===== src/rtl/pktb_pkg.sv =====
package pktb_pkg;

   // What the slot store does at the next clock edge.
   typedef enum logic [1:0] {
      EV_HOLD  = 2'd0,   // nothing accepted, nothing sealed
      EV_ADD   = 2'd1,   // append the incoming instruction
      EV_SEAL  = 2'd2,   // write out (including any incoming) and empty
      EV_SPLIT = 2'd3    // write out without incoming, incoming starts anew
   } pkt_event_e;

   function automatic int opnd_width(input int nreg);
      return $clog2(nreg) + 1;
   endfunction

   function automatic int slot_width(input int opw, input int nreg);
      return opw + 2 * opnd_width(nreg) + $clog2(nreg) + 3;
   endfunction

endpackage


===== src/rtl/pktb_prod_table.sv =====
module pktb_prod_table #(
   parameter int NREG  = 32,
   parameter int NSLOT = 8
) (
   input  logic                     clk,
   input  logic                     rst_n,
   input  logic [$clog2(NREG)-1:0]  rd_a_idx,
   input  logic [$clog2(NREG)-1:0]  rd_b_idx,
   input  logic [$clog2(NREG)-1:0]  rd_d_idx,
   output logic                     hit_a,
   output logic [$clog2(NSLOT)-1:0] slot_a,
   output logic                     hit_b,
   output logic [$clog2(NSLOT)-1:0] slot_b,
   output logic                     hit_d,
   output logic [$clog2(NSLOT)-1:0] slot_d,
   input  logic                     clr,
   input  logic                     wr_en,
   input  logic [$clog2(NREG)-1:0]  wr_idx,
   input  logic [$clog2(NSLOT)-1:0] wr_slot
);
   localparam int RW = $clog2(NREG);
   localparam int SW = $clog2(NSLOT);

   logic [NREG-1:0] vld_vec;
   logic [SW-1:0]   slot_arr [NREG];

   // One entry per architectural register: last producing slot + valid.
   // A write in the same cycle as a clear wins for its own entry.
   for (genvar r = 0; r < NREG; r++) begin : g_ent
      logic          v_q;
      logic [SW-1:0] s_q;
      always_ff @(posedge clk or negedge rst_n) begin
         if (!rst_n) begin
            v_q <= 1'b0;
            s_q <= '0;
         end else if (wr_en && wr_idx == RW'(r)) begin
            v_q <= 1'b1;
            s_q <= wr_slot;
         end else if (clr) begin
            v_q <= 1'b0;
         end
      end
      assign vld_vec[r]  = v_q;
      assign slot_arr[r] = s_q;
   end

   assign hit_a  = vld_vec[rd_a_idx];
   assign slot_a = slot_arr[rd_a_idx];
   assign hit_b  = vld_vec[rd_b_idx];
   assign slot_b = slot_arr[rd_b_idx];
   assign hit_d  = vld_vec[rd_d_idx];
   assign slot_d = slot_arr[rd_d_idx];

endmodule


===== src/rtl/pktb_opnd_enc.sv =====
module pktb_opnd_enc #(
   parameter int NREG  = 32,
   parameter int NSLOT = 8
) (
   input  logic [$clog2(NREG)-1:0]  reg_idx,
   input  logic                     hit,
   input  logic [$clog2(NSLOT)-1:0] slot,
   output logic [$clog2(NREG):0]    opnd
);
   localparam int RW = $clog2(NREG);
   localparam int SW = $clog2(NSLOT);

   // Top bit set selects a slot reference; clear selects a register.
   if (RW > SW) begin : g_pad
      assign opnd = hit ? {1'b1, {(RW - SW){1'b0}}, slot} : {1'b0, reg_idx};
   end else begin : g_nopad
      assign opnd = hit ? {1'b1, slot} : {1'b0, reg_idx};
   end

endmodule


===== src/rtl/pktb_slot_store.sv =====
module pktb_slot_store
   import pktb_pkg::*;
#(
   parameter int NSLOT    = 8,
   parameter int SLOT_W   = 28,
   parameter int MAX_XFER = 2
) (
   input  logic                        clk,
   input  logic                        rst_n,
   input  pkt_event_e                  ev,
   input  logic                        in_valid,
   input  logic [SLOT_W-1:0]           entry,
   input  logic                        kill_en,
   input  logic [$clog2(NSLOT)-1:0]    kill_idx,
   output logic [$clog2(NSLOT+1)-1:0]  count,
   output logic [$clog2(MAX_XFER+1)-1:0] xfer_cnt,
   output logic [NSLOT*SLOT_W-1:0]     seal_flat,
   output logic [$clog2(NSLOT+1)-1:0]  seal_len
);
   localparam int SW      = $clog2(NSLOT);
   localparam int CW      = $clog2(NSLOT+1);
   localparam int XW      = $clog2(MAX_XFER+1);
   localparam int DEAD_B  = SLOT_W - 1;
   localparam int XFER_B  = SLOT_W - 2;

   logic [SLOT_W-1:0] slot_q [NSLOT];
   logic [SLOT_W-1:0] merged [NSLOT];
   logic [CW-1:0]     count_q;
   logic [XW-1:0]     xfer_q;

   // View of the packet with the incoming instruction placed and the
   // overwritten producer flagged dead.
   for (genvar i = 0; i < NSLOT; i++) begin : g_merge
      always_comb begin
         merged[i] = slot_q[i];
         if (in_valid && count_q == CW'(i)) merged[i] = entry;
         if (kill_en && kill_idx == SW'(i)) merged[i][DEAD_B] = 1'b1;
      end
      assign seal_flat[i*SLOT_W +: SLOT_W] =
         (ev == EV_SPLIT || !in_valid) ? slot_q[i] : merged[i];
   end

   assign seal_len = (ev == EV_SPLIT) ? count_q : count_q + CW'(in_valid);
   assign count    = count_q;
   assign xfer_cnt = xfer_q;

   always_ff @(posedge clk or negedge rst_n) begin
      if (!rst_n) begin
         for (int i = 0; i < NSLOT; i++) slot_q[i] <= '0;
         count_q <= '0;
         xfer_q  <= '0;
      end else begin
         unique case (ev)
            EV_ADD: begin
               for (int i = 0; i < NSLOT; i++) slot_q[i] <= merged[i];
               count_q <= count_q + 1'b1;
               xfer_q  <= xfer_q + XW'(entry[XFER_B]);
            end
            EV_SEAL: begin
               for (int i = 0; i < NSLOT; i++) slot_q[i] <= '0;
               count_q <= '0;
               xfer_q  <= '0;
            end
            EV_SPLIT: begin
               for (int i = 1; i < NSLOT; i++) slot_q[i] <= '0;
               slot_q[0] <= entry;
               count_q   <= CW'(1);
               xfer_q    <= XW'(entry[XFER_B]);
            end
            default: ;
         endcase
      end
   end

endmodule


===== src/rtl/packet_builder.sv =====
module packet_builder
   import pktb_pkg::*;
#(
   parameter int NREG     = 32,
   parameter int NSLOT    = 8,
   parameter int OPW      = 8,
   parameter int MAX_XFER = 2
) (
   input  logic                                  clk,
   input  logic                                  rst_n,
   input  logic                                  in_valid,
   input  logic [OPW-1:0]                        in_opcode,
   input  logic [$clog2(NREG)-1:0]               in_src_a,
   input  logic [$clog2(NREG)-1:0]               in_src_b,
   input  logic                                  in_has_dst,
   input  logic [$clog2(NREG)-1:0]               in_dst,
   input  logic                                  in_xfer,
   input  logic                                  in_close,
   output logic                                  pkt_wr_en,
   output logic [$clog2(NSLOT+1)-1:0]            pkt_len,
   output logic [NSLOT*slot_width(OPW,NREG)-1:0] pkt_data
);
   localparam int RW     = $clog2(NREG);
   localparam int SW     = $clog2(NSLOT);
   localparam int OW     = opnd_width(NREG);
   localparam int CW     = $clog2(NSLOT+1);
   localparam int XW     = $clog2(MAX_XFER+1);
   localparam int SLOT_W = slot_width(OPW, NREG);

   // Elaboration-time parameter checks.
   if (NSLOT < 2)          begin : g_chk_slots $error("NSLOT must be at least 2");          end
   if (SW > RW)            begin : g_chk_fit   $error("slot index must fit an operand");     end
   if (MAX_XFER < 1)       begin : g_chk_xfer  $error("MAX_XFER must be at least 1");        end
   if (OPW < 1)            begin : g_chk_opw   $error("OPW must be at least 1");             end
   if (NREG != (1 << RW))  begin : g_chk_nreg  $error("NREG must be a power of two");       end

   logic                 hit_a, hit_b, hit_d;
   logic [SW-1:0]        slot_a, slot_b, slot_d;
   logic [OW-1:0]        opnd_a, opnd_b;
   logic [CW-1:0]        count, seal_len;
   logic [XW-1:0]        xfer_cnt;
   logic [NSLOT*SLOT_W-1:0] seal_flat;
   logic [SLOT_W-1:0]    entry;
   logic                 overflow, seal_add, seal_flush;
   pkt_event_e           ev;

   // A transfer beyond the limit splits the packet; it sees an empty table.
   assign overflow   = in_valid && in_xfer && (xfer_cnt == XW'(MAX_XFER));
   assign seal_add   = in_valid && !overflow &&
                       (in_close || (count + 1'b1) == CW'(NSLOT));
   assign seal_flush = !in_valid && in_close && (count != '0);

   always_comb begin
      if (overflow)                     ev = EV_SPLIT;
      else if (seal_add || seal_flush)  ev = EV_SEAL;
      else if (in_valid)                ev = EV_ADD;
      else                              ev = EV_HOLD;
   end

   pktb_prod_table #(.NREG(NREG), .NSLOT(NSLOT)) u_table (
      .clk      (clk),
      .rst_n    (rst_n),
      .rd_a_idx (in_src_a),
      .rd_b_idx (in_src_b),
      .rd_d_idx (in_dst),
      .hit_a    (hit_a),
      .slot_a   (slot_a),
      .hit_b    (hit_b),
      .slot_b   (slot_b),
      .hit_d    (hit_d),
      .slot_d   (slot_d),
      .clr      (ev == EV_SEAL || ev == EV_SPLIT),
      .wr_en    (in_valid && in_has_dst && ev != EV_SEAL),
      .wr_idx   (in_dst),
      .wr_slot  (overflow ? '0 : count[SW-1:0])
   );

   pktb_opnd_enc #(.NREG(NREG), .NSLOT(NSLOT)) u_enc_a (
      .reg_idx (in_src_a),
      .hit     (hit_a && !overflow),
      .slot    (slot_a),
      .opnd    (opnd_a)
   );

   pktb_opnd_enc #(.NREG(NREG), .NSLOT(NSLOT)) u_enc_b (
      .reg_idx (in_src_b),
      .hit     (hit_b && !overflow),
      .slot    (slot_b),
      .opnd    (opnd_b)
   );

   // Slot layout from LSB: opcode, opnd A, opnd B, dst, has_dst, xfer, dead.
   assign entry = {1'b0, in_xfer, in_has_dst,
                   in_has_dst ? in_dst : {RW{1'b0}},
                   opnd_b, opnd_a, in_opcode};

   pktb_slot_store #(.NSLOT(NSLOT), .SLOT_W(SLOT_W), .MAX_XFER(MAX_XFER)) u_store (
      .clk       (clk),
      .rst_n     (rst_n),
      .ev        (ev),
      .in_valid  (in_valid),
      .entry     (entry),
      .kill_en   (in_valid && !overflow && in_has_dst && hit_d),
      .kill_idx  (slot_d),
      .count     (count),
      .xfer_cnt  (xfer_cnt),
      .seal_flat (seal_flat),
      .seal_len  (seal_len)
   );

   always_ff @(posedge clk or negedge rst_n) begin
      if (!rst_n) begin
         pkt_wr_en <= 1'b0;
         pkt_len   <= '0;
         pkt_data  <= '0;
      end else if (ev == EV_SEAL || ev == EV_SPLIT) begin
         pkt_wr_en <= 1'b1;
         pkt_len   <= seal_len;
         pkt_data  <= seal_flat;
      end else begin
         pkt_wr_en <= 1'b0;
         pkt_len   <= '0;
         pkt_data  <= '0;
      end
   end

endmodule


===== config.mk =====
export PLATFORM = sky130hd
export DESIGN_NAME = packet_builder
export DESIGN_NICKNAME = d
export VERILOG_FILES = /design/src/rtl/pktb_pkg.sv /design/src/rtl/pktb_prod_table.sv /design/src/rtl/pktb_opnd_enc.sv /design/src/rtl/pktb_slot_store.sv /design/src/rtl/packet_builder.sv
export SDC_FILE = /design/constraint.sdc
export NUM_CORES = 1
export LEC_CHECK = 0
export BUFFER_PORTS_ARGS = -buffer_cell sky130_fd_sc_hd__clkbuf_2
export CORE_MARGIN = 1.5
export CORE_UTILIZATION = 50
export DETAILED_ROUTE_END_ITERATION = 7
export HOLD_SLACK_MARGIN = 0.02
export PLACE_DENSITY_LB_ADDON = 0.12
export RECOVER_POWER = 50
export SLEW_MARGIN = 5
export SYNTH_ARGS = -nofsm -noshare
export SYNTH_HDL_FRONTEND = slang
export SYNTH_HIERARCHICAL = 1
export SYNTH_SLANG_ARGS = --single-unit

===== constraint.sdc =====
create_clock -name clk -period 3.25 [get_ports clk]
set_input_delay 0 -clock clk [delete_from_list [all_inputs] [get_ports clk]]
set_output_delay 0 -clock clk [all_outputs]
set_load 0.01 [all_outputs]

# Word-level counts from Yosys, hierarchy flattened
# Cells that the tools add are included.
[classes]
add_sub_neg = 3
multipliers = 0
n_div = 0
order_cmp = 6
n_eq_ne = 51
shifts = 0
n_mux = 86
bitwise = 3
n_reduce_logical = 103
[ops]
columns = ["cell", "count"]
rows = [
  ["case mux 224 bit (3 select lines)", 1],
  ["two-way mux 28 bit", 16],
  ["two-way mux 224 bit", 1],
  ["equality test 5 bit, second input constant", 16],
  ["nonzero test 2 bit", 32],
  ["logical AND 1 bit", 60],
  ["two-way mux 1 bit", 46],
  ["binary-select mux 3 bit (select 5 bit)", 3],
  ["equality test 5 x 4 -> 1 bit, second input constant", 8],
  ["two-way mux 3 bit", 7],
  ["equality test 5 x 3 -> 1 bit, second input constant", 4],
  ["greater-or-equal comparator 6 bit, second input constant", 3],
  ["less-than comparator 5 x 6 -> 1 bit, second input constant", 3],
  ["inverter 5 -> 6 bit", 3],
  ["equality test 4 x 3 -> 1 bit, second input constant", 4],
  ["binary-select mux 1 bit (select 5 bit)", 3],
  ["equality test 3 bit, second input constant", 4],
  ["two-way mux 6 bit", 2],
  ["case mux 4 bit (3 select lines)", 1],
  ["equality test 5 x 2 -> 1 bit, second input constant", 2],
  ["equality test 4 x 2 -> 1 bit, second input constant", 2],
  ["two-way mux 4 bit", 2],
  ["equality test 2 bit, second input constant", 3],
  ["equality test 3 x 2 -> 1 bit, second input constant", 2],
  ["other kinds (19)", 24],
]
[totals]
ff_bits = 587
latch_bits = 0
ramBits = 0
romBits = 0
input_bits = 29
output_inout_bits = 229
elab_cells = 329
memories = 0

# Longest topological paths before layout
[depth]
depth_word = 12
ltp_mapped = 11
mapped_depth_nobuf = 8

# Modules after synthesis
# Netlist, hierarchy kept.
[by_module_without_submodules]
columns = ["module", "n_inst", "cells_per_inst", "area_per_inst_um2", "seq_area_each_um2"]
rows = [
  ["pktb_slot_store", 1, 1330, 13178.9, 5755.5],
  ["packet_builder", 1, 532, 7898.8, 5730.5],
  ["pktb_prod_table", 1, 491, 7856.3, 3203.1],
  ["pktb_opnd_enc", 2, 6, 58.8, 0.0],
]

# Worst setup path before layout
# OpenSTA, ideal clock, no wires.
[synth_timing]
kind = "in2reg"
start = "input port in_src_b[2]"
end = "register pkt_data[100]"
setup_ns = 0.139
t_arrival_ns = 2.689
slack_ns = 0.422
stages = 10
path_buffers = 3
path_cell_list = "clkbuf_1 -> clkbuf_1 -> mux4_2 -> mux4_2 -> mux2_2 -> and2_1 -> mux2_2 -> clkbuf_1 -> mux2_4 -> a21boi_0"
[synth_between]
elab_cells_between_ends = 11
cone_classes = "mux (9); bitwise (1); reduce/logical (1)"
[synth_lines]
columns = ["element", "line", "rtl"]
rows = [
  ["start, declared", "packet_builder.sv:14", "input logic [$clog2(NREG)-1:0] in_src_b,"],
  ["binary-select mux 1 bit (select 5 bit)", "pktb_prod_table.sv:49", "assign hit_b = vld_vec[rd_b_idx];"],
  ["two-way mux 1 bit (implied by the code)", "pktb_prod_table.sv:49", ""],
  ["net hit_b", "packet_builder.sv:37", "logic hit_a, hit_b, hit_d;"],
  ["logical AND 1 bit", "packet_builder.sv:87", ".hit (hit_b && !overflow),"],
  ["two-way mux 6 bit", "pktb_opnd_enc.sv:15", "assign opnd = hit ? {1'b1, {(RW - SW){1'b0}}, slot} : {1'b0, reg_idx};"],
  ["net entry[16]", "packet_builder.sv:43", "logic [SLOT_W-1:0] entry;"],
  ["two-way mux 28 bit", "pktb_slot_store.sv:36", "if (in_valid && count_q == CW'(i)) merged[i] = entry;"],
  ["two-way mux 28 bit", "pktb_slot_store.sv:40", "(ev == EV_SPLIT || !in_valid) ? slot_q[i] : merged[i];"],
  ["net seal_flat[100]", "packet_builder.sv:42", "logic [NSLOT*SLOT_W-1:0] seal_flat;"],
  ["two-way mux 224 bit", "packet_builder.sv:116", "end else if (ev == EV_SEAL || ev == EV_SPLIT) begin"],
  ["end signal, assigned", "packet_builder.sv:119", "pkt_data <= seal_flat;"],
  ["end, declared", "packet_builder.sv:21", "output logic [NSLOT*slot_width(OPW,NREG)-1:0] pkt_data"],
]
# The timed path passes the listed nets, and every way through them passes these cells. The select of a mux whose other input is x is not followed.
# A chain may end at the register's enable or synchronous reset.

# Worst setup path after layout
[layout_timing]
start = "register u_table.g_ent[6].v_q"
end = "register pkt_data[122]"
[layout_between]
elab_chain_len = 7
[layout_lines]
columns = ["element", "line", "rtl"]
rows = [
  ["start, declared", "pktb_prod_table.sv:30", "logic v_q;"],
  ["start signal, assigned", "pktb_prod_table.sv:34", "v_q <= 1'b0;"],
  ["start signal, assigned", "pktb_prod_table.sv:37", "v_q <= 1'b1;"],
  ["start signal, assigned", "pktb_prod_table.sv:40", "v_q <= 1'b0;"],
  ["binary-select mux 1 bit (select 5 bit)", "pktb_prod_table.sv:47", "assign hit_a = vld_vec[rd_a_idx];"],
  ["two-way mux 1 bit (implied by the code)", "pktb_prod_table.sv:47", ""],
  ["net hit_a", "packet_builder.sv:37", ""],
  ["logical AND 1 bit", "packet_builder.sv:80", ".hit (hit_a && !overflow),"],
  ["two-way mux 6 bit", "pktb_opnd_enc.sv:15", ""],
  ["net entry[10]", "packet_builder.sv:43", ""],
  ["two-way mux 28 bit", "pktb_slot_store.sv:36", ""],
  ["two-way mux 28 bit", "pktb_slot_store.sv:40", ""],
  ["net seal_flat[122]", "packet_builder.sv:42", ""],
  ["two-way mux 224 bit", "packet_builder.sv:116", ""],
]
# The timed path passes the listed nets, and every way through them passes these cells. The select of a mux whose other input is x is not followed.

==> flow_metrics.env <==
export IMPL_status="finished with violations"
export IMPL_violations="capacitance limit, slew limit"
export IMPL_fillCellCount=4757
export IMPL_cts_tree="done"
export IMPL_worstPathArrival_ns=3.60
export IMPL_grt_pass1_wl_mm=135
export IMPL_ys_ff_latch=587
export IMPL_async_flop_share_pct=100
export IMPL_cap_violations=1
export IMPL_h_tree_depth=2
export IMPL_hold_path_class="primary input to flop"
export IMPL_max_clock_freq_mhz=318
export IMPL_synth_common_cells="dfrtp_1 (587), mux2_2 (306), o21ai_0 (207)"
export IMPL_first_global_vias=20900
export IMPL_nets=2593
export IMPL_power_frac_seq_pct=42.3
export IMPL_clock_power_share_pct=38.7
export IMPL_synth_area_leaders="dfrtp_1 (51%), mux2_2 (12%), mux4_2 (9.3%)"
export IMPL_wl_mm=88.5
export IMPL_hold_slack_ns=0.0486
export IMPL_wl_per_cell_um=26.2
export IMPL_gp_congestion=0.873
export IMPL_p_switching_uw=5580
export IMPL_p_int_uw=13100
export IMPL_powerDensity_nw_per_um2=563
export IMPL_period_needed_ns=3.14
export IMPL_clock_path_buffers=3
export IMPL_core_area_sq_um=57600
export IMPL_fin_crit_sh_pct=96.7
export IMPL_multiInputGateArea_sq_um=13000
export IMPL_synth_edff_count=0
export IMPL_io_pins=258
export IMPL_slew_headroom_pct=-76.1
export IMPL_post_dp_hpwl_mm=55.3
export IMPL_die_h_um=244
export IMPL_tightest_slew_ns=2.64
export IMPL_clock_sinks=587
export IMPL_overflow=0
export IMPL_drtIter0Drc=2037
export IMPL_regArea_sq_um=14700
export IMPL_dr_pass1_iters=5
export IMPL_yosysUniqueCellTypes=62
export IMPL_drive_above_1_share_pct=30.1
export IMPL_critPathLaunchType="flop"
export IMPL_place_ws_ns=0.0631
export IMPL_worstSkewPairLatency_ns=0.64
export IMPL_vdd_drop_max_v=0.000462
export IMPL_fin_tns_setup_ns=0
export IMPL_fin_cells=3373
export IMPL_rsz0062_at_grt="false"
export IMPL_cts_resized=0
export IMPL_ys_warn_count=6
export IMPL_die_width_um=244
export IMPL_p_comb_share_pct=19.0
export IMPL_synth_ff_type="dfrtp_1"
export IMPL_crit_fanout=16
export IMPL_skew_ns=0.0241
export IMPL_synth_most_common_cell="dfrtp_1"
export IMPL_ys_seq_area_share_pct=50.6
export IMPL_num_vias=21100
export IMPL_routed_via_density=6.25
export IMPL_yosys_area_top_type="dfrtp_1"
export IMPL_place_inst=3246
export IMPL_ant_nets=0
export IMPL_netlist_instances=2365
export IMPL_finalPower_uw=18700
export IMPL_syn_to_final_growth_pct=14.2
export IMPL_synth_area_sq_um=29100
export IMPL_grt_antenna_before_repair=2
export IMPL_clockRootBuffer="clkbuf_16"
export IMPL_switching_share_pct=29.9
export IMPL_rows=88
export IMPL_hold_viol=0
export IMPL_grt_total_usage_pct=29.8
export IMPL_slew_violations=89
export IMPL_cp_end_kind="flop"
export IMPL_p_leak_uw=0.0148
export IMPL_setup_viol=0
export IMPL_cts_buffers=61
export IMPL_worst_slack_ns=0.107
export IMPL_drc=0
export IMPL_port_buffers=257
export IMPL_start_util_pct=50.4
export IMPL_grt_start_max_net_pins=230
export IMPL_die_area_sq_um=59600
export IMPL_syn_area_per_cell_sq_um=12.3
export IMPL_cp_data_required_time_ns=3.70
export IMPL_clk_pin_slew_worst_paths_ns=0.06
export IMPL_synth_top_area_share_pct=50.6
export IMPL_critPathKind="flop to flop"
export IMPL_diodes=0
## worst paths after layout
kind	start	end	slack (ns)	depth (start not counted)
hold / removal	in_valid	u_store/count[3]$_DFFE_PN0P_	0.05	4
max in group asynchronous	rst_n	u_store/slot_q[159]$_DFFE_PN0P_	0.53	4
setup / recovery	u_table/g_ent[6].v_q$_DFFE_PN0P_	pkt_data[122]$_DFF_PN0_	0.11	7
setup reg to reg	u_table/g_ent[6].v_q$_DFFE_PN0P_	pkt_data[122]$_DFF_PN0_	0.11	7
min in group asynchronous	rst_n	pkt_len[3]$_DFF_PN0_	0.75	2
hold reg to reg	u_store/slot_q[222]$_DFFE_PN0P_	u_store/slot_q[222]$_DFFE_PN0P_	0.50	1
## state kept, by name (all words and copies together), names as in the netlist
register / cells
pkt_data: 224
u_table/g_ent.s_q: 96
u_table/g_ent.v_q: 32
u_store/xfer_cnt: 2
u_store/slot_q: 224
pkt_len: 4
pkt_wr_en: 1
u_store/count: 4
## per-layer routing
layer  part of all wire, %  wire length (um)  global-route usage, %  vias to the layer above
li1                      -                 -                      -                     9077
met1                    44             39000                   44.0                    11000
met2                    47             41400                   45.8                      889
met3                   6.6              5800                   4.44                      136
met4                   2.7              2410                   8.32                        0
met5                     0                 0                      0                        -
## cells by family (layout without fill, tap and decap cells)
kind of cell,Yosys count,in the layout,share of synthesized area [%]
AO/OA/AOI/OAI,704,704,15.1
other,1,2,0.0129
AND/OR/NAND/NOR,319,319,6.37
multiplexers,459,459,22.7
XOR/XNOR,6,6,0.181
buffers and inverters,282,524,4.76
adder cells (fa/ha/maj),7,7,0.301
flip-flops,587,587,50.6
## area by class of cell
| cell class | count | share of cell area [%] |
|---|---|---|
| sequential | 587 | 44.3 |
| multi-input combinational | 1497 | 39.3 |
| timing repair buffer | 385 | 6.96 |
| clock buffer | 88 | 5.21 |
| tap | 765 | 2.89 |
| clock inverter | 26 | 1.03 |
| inverter | 25 | 0.283 |
## power by group through the flow
stage	sequential [uW]	clock, uW	combinational (uW)
finish	7910	7220	3550
CTS	7910	7340	3570
floorplan	8010	0	2180
global placement	8020	0	3510
detailed placement	8040	0	3540
global route	7950	7660	3760
## repair_timing
item	in CTS	in global routing
endpoints found under the hold margin	346	0
setup buffers	0	0
hold buffers	13	0
## through the flow
stage	instance area, sq um	utilization (%)
6_report	33200	57.6
5_1_grt	33200	57.6
4_1_cts	33500	58.1
3_5_place_dp	31300	54.3
3_3_place_gp	31300	54.3
2_1_floorplan	29100	-
## worst max-delay path, cell delays in order (launching register included)
cell,delay [ns]
dfrtp_1,0.40
mux4_2,0.50
mux4_2,0.47
mux2_2,0.31
and2_1,0.30
mux2_2,0.53
mux2_2,0.33
a21boi_0,0.12
## cell usage in the layout, fill, tap and decap left out, drive strengths merged, types with 24 or more instances in the layout
master and instances:
a21boi 233, a21oi 194, a22o 28, buf 103
clkbuf 357, dfrtp 587, inv 24, mux2 331
mux4 120, nand2 26, nand3 191, nor2 26
o21ai 208
(Power assumes the default switching activity.)
